===== src/rtl/rtc_secbase_pkg.sv =====
package rtc_secbase_pkg;
  typedef enum logic [1:0] {
    RA_DIV  = 2'd0,
    RA_SEC  = 2'd1,
    RA_CTRL = 2'd2
  } reg_addr_e;

  localparam int CTRL_RUN = 0;
  localparam int CTRL_CLR = 1;
  localparam int CTRL_ADJ = 2;
endpackage


===== src/rtl/rtc_prescaler.sv =====
module rtc_prescaler #(
  parameter int STAGES = 7
) (
  input  logic              clk_i,
  input  logic              en_i,
  input  logic              clr_i,
  output logic [STAGES-1:0] cnt_o,
  output logic              carry_o
);
  logic [STAGES-1:0] cnt_q;

  // no system reset: phase survives rst_ni by design
  always_ff @(posedge clk_i) begin
    if (clr_i)     cnt_q <= '0;
    else if (en_i) cnt_q <= cnt_q + 1'b1;
  end

  assign cnt_o   = cnt_q;
  assign carry_o = en_i && !clr_i && (&cnt_q);
endmodule


===== src/rtl/rtc_bcd_digit.sv =====
module rtc_bcd_digit #(
  parameter int LIMIT = 9
) (
  input  logic       clk_i,
  input  logic       rst_ni,
  input  logic       ld_i,
  input  logic [3:0] ld_val_i,
  input  logic       inc_i,
  output logic [3:0] val_o,
  output logic       wrap_o
);
  localparam logic [3:0] LIM = 4'(LIMIT);

  logic [3:0] val_q;

  assign wrap_o = inc_i && (val_q == LIM);

  always_ff @(posedge clk_i or negedge rst_ni) begin
    if (!rst_ni)     val_q <= '0;
    else if (ld_i)   val_q <= ld_val_i;
    else if (wrap_o) val_q <= '0;
    else if (inc_i)  val_q <= val_q + 4'd1;
  end

  assign val_o = val_q;
endmodule


===== src/rtl/rtc_bcd_sec.sv =====
module rtc_bcd_sec #(
  parameter int DIGITS = 2
) (
  input  logic                clk_i,
  input  logic                rst_ni,
  input  logic                ld_i,
  input  logic [4*DIGITS-1:0] ld_val_i,
  input  logic                inc_i,
  output logic [4*DIGITS-1:0] val_o,
  output logic                wrap_o
);
  logic [DIGITS:0] inc_chain;

  assign inc_chain[0] = inc_i;

  for (genvar g = 0; g < DIGITS; g++) begin : g_digit
    // units wrap after 9, tens after 5
    localparam int LIM = (g % 2 == 0) ? 9 : 5;
    rtc_bcd_digit #(.LIMIT(LIM)) i_digit (
      .clk_i   (clk_i),
      .rst_ni  (rst_ni),
      .ld_i    (ld_i),
      .ld_val_i(ld_val_i[4*g +: 4]),
      .inc_i   (inc_chain[g]),
      .val_o   (val_o[4*g +: 4]),
      .wrap_o  (inc_chain[g+1])
    );
  end

  assign wrap_o = inc_chain[DIGITS];
endmodule


===== src/rtl/rtc_secbase.sv =====
module rtc_secbase
  import rtc_secbase_pkg::*;
#(
  parameter int DIV_STAGES = 7,
  parameter int SEC_DIGITS = 2,
  parameter int DATA_W     = 8
) (
  input  logic              clk_i,
  input  logic              rst_ni,
  input  logic              tick_i,
  input  logic              wr_i,
  input  logic [1:0]        addr_i,
  input  logic [DATA_W-1:0] wdata_i,
  output logic [DATA_W-1:0] rdata_o,
  output logic              min_carry_o
);
  localparam int DIV_PAD = DATA_W - DIV_STAGES;
  localparam int SEC_W   = 4 * SEC_DIGITS;

  logic                  run_q;
  logic                  ctrl_wr, sec_wr, div_clr;
  logic                  div_carry, sec_wrap;
  logic [DIV_STAGES-1:0] div_q;
  logic [SEC_W-1:0]      sec_q;
  logic [DATA_W-1:0]     rd_mux, rdata_q;
  logic                  min_q;

  assign ctrl_wr = wr_i && (addr_i == RA_CTRL);
  assign sec_wr  = wr_i && (addr_i == RA_SEC);
  // strobes self-clear: they exist only in the write cycle
  assign div_clr = ctrl_wr && (wdata_i[CTRL_CLR] || wdata_i[CTRL_ADJ]);

  always_ff @(posedge clk_i or negedge rst_ni) begin
    if (!rst_ni)      run_q <= 1'b0;
    else if (ctrl_wr) run_q <= wdata_i[CTRL_RUN];
  end

  rtc_prescaler #(.STAGES(DIV_STAGES)) i_pre (
    .clk_i  (clk_i),
    .en_i   (tick_i && run_q),
    .clr_i  (div_clr),
    .cnt_o  (div_q),
    .carry_o(div_carry)
  );

  rtc_bcd_sec #(.DIGITS(SEC_DIGITS)) i_sec (
    .clk_i   (clk_i),
    .rst_ni  (rst_ni),
    .ld_i    (sec_wr),
    .ld_val_i(wdata_i[SEC_W-1:0]),
    .inc_i   (div_carry),
    .val_o   (sec_q),
    .wrap_o  (sec_wrap)
  );

  always_ff @(posedge clk_i or negedge rst_ni) begin
    if (!rst_ni) min_q <= 1'b0;
    else         min_q <= sec_wrap && !sec_wr;
  end

  always_comb begin
    rd_mux = '0;
    case (addr_i)
      RA_DIV:  rd_mux = {{DIV_PAD{1'b0}}, div_q};
      RA_SEC:  rd_mux = DATA_W'(sec_q);
      RA_CTRL: rd_mux = {{(DATA_W-1){1'b0}}, run_q};
      default: rd_mux = '0;
    endcase
  end

  always_ff @(posedge clk_i or negedge rst_ni) begin
    if (!rst_ni) rdata_q <= '0;
    else         rdata_q <= rd_mux;
  end

  assign rdata_o     = rdata_q;
  assign min_carry_o = min_q;
endmodule


===== config.mk =====
export PLATFORM = sky130hd
export DESIGN_NAME = rtc_secbase
export DESIGN_NICKNAME = d
export VERILOG_FILES = /design/src/rtl/rtc_secbase_pkg.sv /design/src/rtl/rtc_prescaler.sv /design/src/rtl/rtc_bcd_digit.sv /design/src/rtl/rtc_bcd_sec.sv /design/src/rtl/rtc_secbase.sv
export SDC_FILE = /design/constraint.sdc
export NUM_CORES = 1
export LEC_CHECK = 0
export BUFFER_PORTS_ARGS = -buffer_cell sky130_fd_sc_hd__clkbuf_2
export CAP_MARGIN = 25
export CORE_MARGIN = 4
export CORE_UTILIZATION = 58
export DETAILED_ROUTE_END_ITERATION = 10
export GPL_ROUTABILITY_DRIVEN = 0
export PLACE_DENSITY_LB_ADDON = 0.05
export SYNTH_ARGS = -nofsm -noshare
export SYNTH_HDL_FRONTEND = slang
export SYNTH_SLANG_ARGS = --single-unit

===== constraint.sdc =====
create_clock -name clk_i -period 2.96 [get_ports clk_i]
set_clock_uncertainty 0.2 [all_clocks]
set_input_delay 0.592 -clock clk_i [delete_from_list [all_inputs] [get_ports clk_i]]
set_output_delay 0.592 -clock clk_i [all_outputs]
set_load 0.01 [all_outputs]

# == Word-level counts from Yosys, hierarchy flattened ==
# Cells that the tools add are included.
# word_totals
latchBits,0
ff_bits,25
romBits,0
ramBits,0
mem_count,0
in_bits,14
# classes
multipliers,0
reduce_logical,16
bitwise,0
mux,7
div,0
magnitude_cmp,0
shifts,0
addsub,3
n_eq_ne,4
# ops
operator,count
$mux 4,6
$pmux 8 s3,1
$logic_and 1x1->1,9
$add 4x1->4 const B,2
$add 7x1->7 const B,1
$reduce_and 7->1,1
$reduce_bool 3->1,2
$eq 4x3->1 const B,1
$eq 4x4->1 const B,1
$eq 2x1->1 const B,1
$eq 2x2->1 const B,1
$logic_not 1->1,2
$logic_not 2->1,1
$logic_or 1x1->1,1

# == Logic depth before layout (Yosys ltp) ==
# logic_depth
ltp_word,10
ltp_mapped,6
mapped_depth_nobuf,6

# == By module ==
# Synthesis repeated with hierarchy kept, for this count alone.
# unflattened
hier_cells,122
area_unflattened_um2,1252.5
# modules_own_cells
mod,n_inst,area_per_inst_um2,cells_each
rtc_secbase,1,445.4,35
rtc_prescaler,1,291.5,31
rtc_bcd_digit (i_sec.g_digit[0].i_digit),1,265.3,29
rtc_bcd_digit (i_sec.g_digit[1].i_digit),1,250.2,27

# == Worst setup path after synthesis ==
# OpenSTA, ideal clock, no wires.
# synth_path
path_type,input-to-reg
start,in addr_i[0]
end,reg i_sec.g_digit[1].i_digit.val_q[3]
slack_ps,916
path_stages,5
t_arrival_ps,1762
t_required_ps,2678
path_cell_list,buf_2 > nand3b_4 > o2111ai_4 > or4_1 > a31oi_1
# synth_via
elab_chain_cells,10
# synth_lines
item,line,source
from (decl),rtc_secbase.sv:12,"input logic [1:0] addr_i,"
$eq 2x2->1,rtc_secbase.sv:28,assign ctrl_wr = wr_i && (addr_i == RA_CTRL);
$logic_and 1x1->1,rtc_secbase.sv:28,
$logic_and 1x1->1,rtc_secbase.sv:31,assign div_clr = ctrl_wr && (wdata_i[CTRL_CLR] || wdata_i[CTRL_ADJ]);
$logic_not 1->1,rtc_prescaler.sv:19,assign carry_o = en_i && !clr_i && (&cnt_q);
$logic_and 1x1->1 (2 in series),rtc_prescaler.sv:19,
$logic_and 1x1->1 (2 in series),rtc_bcd_digit.sv:16,assign wrap_o = inc_i && (val_q == LIM);
$mux 4,rtc_bcd_digit.sv:21,else if (wrap_o) val_q <= '0;
$mux 4,rtc_bcd_digit.sv:20,else if (ld_i) val_q <= ld_val_i;
to (signal assigned),rtc_bcd_digit.sv:20,
to (signal assigned),rtc_bcd_digit.sv:22,else if (inc_i) val_q <= val_q + 4'd1;
to (decl),rtc_bcd_digit.sv:14,logic [3:0] val_q;
# Parallel ways exist; a longest one is shown, timed or not.
# A chain may end at the register's enable or synchronous reset.

# == Worst setup path in the final report ==
# layout_path
start,reg i_sec.g_digit[0].i_digit.val_q[0]
end,reg i_sec.g_digit[1].i_digit.val_q[3]
# layout_via
elab_chain_cells,5
# layout_lines
item,line
from (decl),rtc_bcd_digit.sv:14
from (signal assigned),rtc_bcd_digit.sv:20
from (signal assigned),rtc_bcd_digit.sv:22
$eq 4x4->1 *,rtc_bcd_digit.sv:16
$logic_and 1x1->1 *,rtc_bcd_digit.sv:16
$logic_and 1x1->1,rtc_bcd_digit.sv:16
$mux 4,rtc_bcd_digit.sv:21
$mux 4,rtc_bcd_digit.sv:20
# Every way passes the cells marked *; elsewhere a longest branch is shown, timed or not.

==> impl_metrics.json <==
{
  "cts_hold_buffers": 1,
  "fin_crit_sh": 0.679,
  "hold_viol_final": 0,
  "synthFlopType": "dfrtp_1",
  "grt_pass1_wl_um": 4280,
  "peakVddDrop_mv": 0.458,
  "vias": 952,
  "rsz0062_at_grt": "false",
  "syn_inst": 125,
  "diodes": 0,
  "overflow": 0,
  "h-tree-depth": 1,
  "grt.total_usage": 0.198,
  "initial_utilization": 0.623,
  "path_class": "flip-flop to flip-flop",
  "setup_tns_ns": 0,
  "yosys.area_share.adder": 0.0502,
  "port_buffers": 22,
  "synthMuxAreaShare": 0.0652,
  "path_delay_family": "simple AND/OR/NAND/NOR gates",
  "synth_top_area_cell": "dfrtp_1",
  "io_pins": 23,
  "crit_buf_inv": 0,
  "synth_compound_area_frac": 0.0953,
  "setup_violations": 0,
  "required_ns": 3.02,
  "power_frac_seq": 0.592,
  "cpPeakStageDelay_ns": 0.50,
  "synth_cell_types": 30,
  "rows": 16,
  "async_reset_ff_frac": 0.720,
  "firstDrtPassIters": 4,
  "drc": 0,
  "cts_resized": 0,
  "seq_area_um2": 591,
  "cts_setup_buffers": 0,
  "core_um2": 2000,
  "cts_tree": "yes",
  "synth_fp_nets": 144,
  "via_per_inst": 5.41,
  "tightest_slew_ns": 0.493,
  "cp-end-kind": "flip-flop",
  "power_density_nw_per_um2": 554,
  "slowest_stage": "or4_1",
  "clockBufferDepth": 2,
  "multi_input_area_um2": 632,
  "run_status": "finished clean",
  "routed_wl_um": 2430,
  "wire_per_inst_um": 13.8,
  "ys_ff_latch": 25,
  "synth.avg_cell_area_um2": 9.98,
  "synthTopCellsByArea": "dfrtp_1 36%, dfxtp_1 11%, nor2_1 6.6%",
  "min_path_type": "input port to flip-flop",
  "fin_cells": 176,
  "power_w": 0.000783,
  "synth-edff-count": 0,
  "drt_iter0_markers": 7,
  "worstSetupStartpointType": "flip-flop",
  "p_leak_nw": 0.678,
  "clock_sinks": 25,
  "dp_hpwl_um": 1880,
  "pwr-share-comb": 0.212,
  "die_y_um": 54.4,
  "synth_top_family_by_area": "simple AND/OR/NAND/NOR gates",
  "arrival_ns": 2.07,
  "worstPathCellList": "ha_1 -> and3b_2 -> o2111ai_4 -> or4_1 -> a31oi_1",
  "fin_area_um2": 1410,
  "synth-simple-area-share": 0.254,
  "yosys.area.top_type_share": 0.361,
  "slew_violations": 0,
  "layout.nets": 169,
  "first_global_vias": 955,
  "cts_buffers": 3,
  "grt_max_degree": 19,
  "die_width_um": 54.4,
  "final_core_util": 0.706,
  "ys_seq_area_frac": 0.473,
  "clkTransAtPathRegs_ns": 0.14,
  "placed_area_um2": 1380,
  "ys_warn_count": 0,
  "dieArea_um2": 2960,
  "drt.antenna.violating_nets": 0,
  "timing.fmax_mhz": 498,
  "swShare": 0.323,
  "min_period_ns": 2.01,
  "drive_above_1_share": 0.208,
  "netlist_area_um2": 1250,
  "synth_xor_area_frac": 0.0421,
  "fillerInstances": 167,
  "antenna_found_initial": 0,
  "slew_headroom": 0.671,
  "pwr-share-clk": 0.196,
  "crit_fanout": 7,
  "net-switching-power_w": 0.000253,
  "cap_viol_max_count": 0,
  "dp_cells": 171,
  "p_int_w": 0.000530,
  "worstSkewPairLatency_ns": 0.32,
  "syn_to_final_growth_pct": 13.3,
  "root_buffer": "clkbuf_4"
}
[path summary, 6_finish.rpt]
| kind | startpoint | to | slack (ns) | cells past startpoint |
|---|---|---|---|---|
| worst max-delay path | i_sec.g_digit[0].i_digit.val_o[0] | i_sec.g_digit[1].i_digit.val_o[3] | 0.95 | 5 |
| worst max register to register | i_sec.g_digit[0].i_digit.val_o[0] | i_sec.g_digit[1].i_digit.val_o[3] | 0.95 | 5 |
| worst min register to register | i_pre.cnt_o[1] | i_pre.cnt_o[1] | 0.34 | 2 |
| worst min-delay path | wdata_i[7] | i_sec.g_digit[1].i_digit.val_o[3] | 0.30 | 3 |
| max in group asynchronous | rst_ni | i_sec.g_digit[0].i_digit.val_o[3] | 1.71 | 2 |
| min in group asynchronous | rst_ni | rdata_o[6] | 0.52 | 2 |
[flip-flops by register name, indices dropped and copies added (netlist names)]
name and count:
i_sec.g_digit.i_digit.val_o 8, run_q 1, i_pre.cnt_o 7, min_carry_o 1, rdata_o 8
[power by group through the flow]
stage | logic, W | clock network [W] | registers [W]
2_1_floorplan | 0.000110 | 0 | 0.000459
3_3_place_gp | 0.000158 | 0 | 0.000468
3_5_place_dp | 0.000166 | 0 | 0.000471
4_1_cts | 0.000168 | 0.000154 | 0.000463
5_1_grt | 0.000191 | 0.000166 | 0.000472
6_report | 0.000166 | 0.000154 | 0.000463
[cells in the final DEF (no fill, tap or decap), types with 2 or more instances in the layout]
cell type  synthesis  layout
nor2b_1            3       3
nor2_1            22      22
nand3_1            6       6
nand2_1           10      10
and4_4             2       2
inv_1              3       3
clkbuf_2           0      22
xor2_1             6       6
or3_1              5       5
dfxtp_1            7       7
and2_1             2       2
clkbuf_4           0       3
mux2i_1            7       7
a31oi_1            8       8
o21ai_0            3       3
or4_1              2       2
ha_1               5       5
dfrtp_1           18      18
o21ai_1            2       2
[stage by stage]
stage                     setup slack [ns]  hold slack (ns)
after global placement               0.836            0.314
after detailed placement             0.794            0.318
after global routing                 0.795            0.314
after floorplan                      0.916           0.0964
after CTS                            0.936            0.302
final                                0.950            0.299
[synth_stat cells (3+ instances only)]
library cell	n
nor2_1	22
dfrtp_1	18
nand2_1	10
a31oi_1	8
dfxtp_1	7
mux2i_1	7
nand3_1	6
xor2_1	6
ha_1	5
or3_1	5
inv_1	3
nor2b_1	3
o21ai_0	3
[worst register-to-register path, cell delays in order, from the launching register on]
cell       delay, ns
dfrtp_1         0.49
ha_1            0.17
and3b_2         0.26
o2111ai_4       0.17
or4_1           0.50
a31oi_1         0.16
[cells by family after synthesis]
family | after synthesis
flip-flops | 25
multiplexers | 8
AO/OA/AOI/OAI | 16
AND/OR/NAND/NOR | 59
XOR/XNOR | 6
buffers and inverters | 6
adder cells (fa/ha/maj) | 5
[layer usage]
| layer | vias to the layer above | global-route usage | share of wire |
|---|---|---|---|
| met5 | - | 0 | 0 |
| met4 | 0 | 0.0664 | 0.0082 |
| met3 | 2 | 0.0327 | 0.049 |
| met2 | 22 | 0.319 | 0.47 |
| met1 | 444 | 0.267 | 0.47 |
| li1 | 484 | - | - |
[layout make-up]
class                      instances  area share
multi-input combinational         94       0.447
sequential                        25       0.418
timing repair buffer              23      0.0850
tap                               27      0.0239
clock buffer                       4      0.0186
inverter                           3     0.00796
No activity file was read; power rests on OpenSTA's default activity.
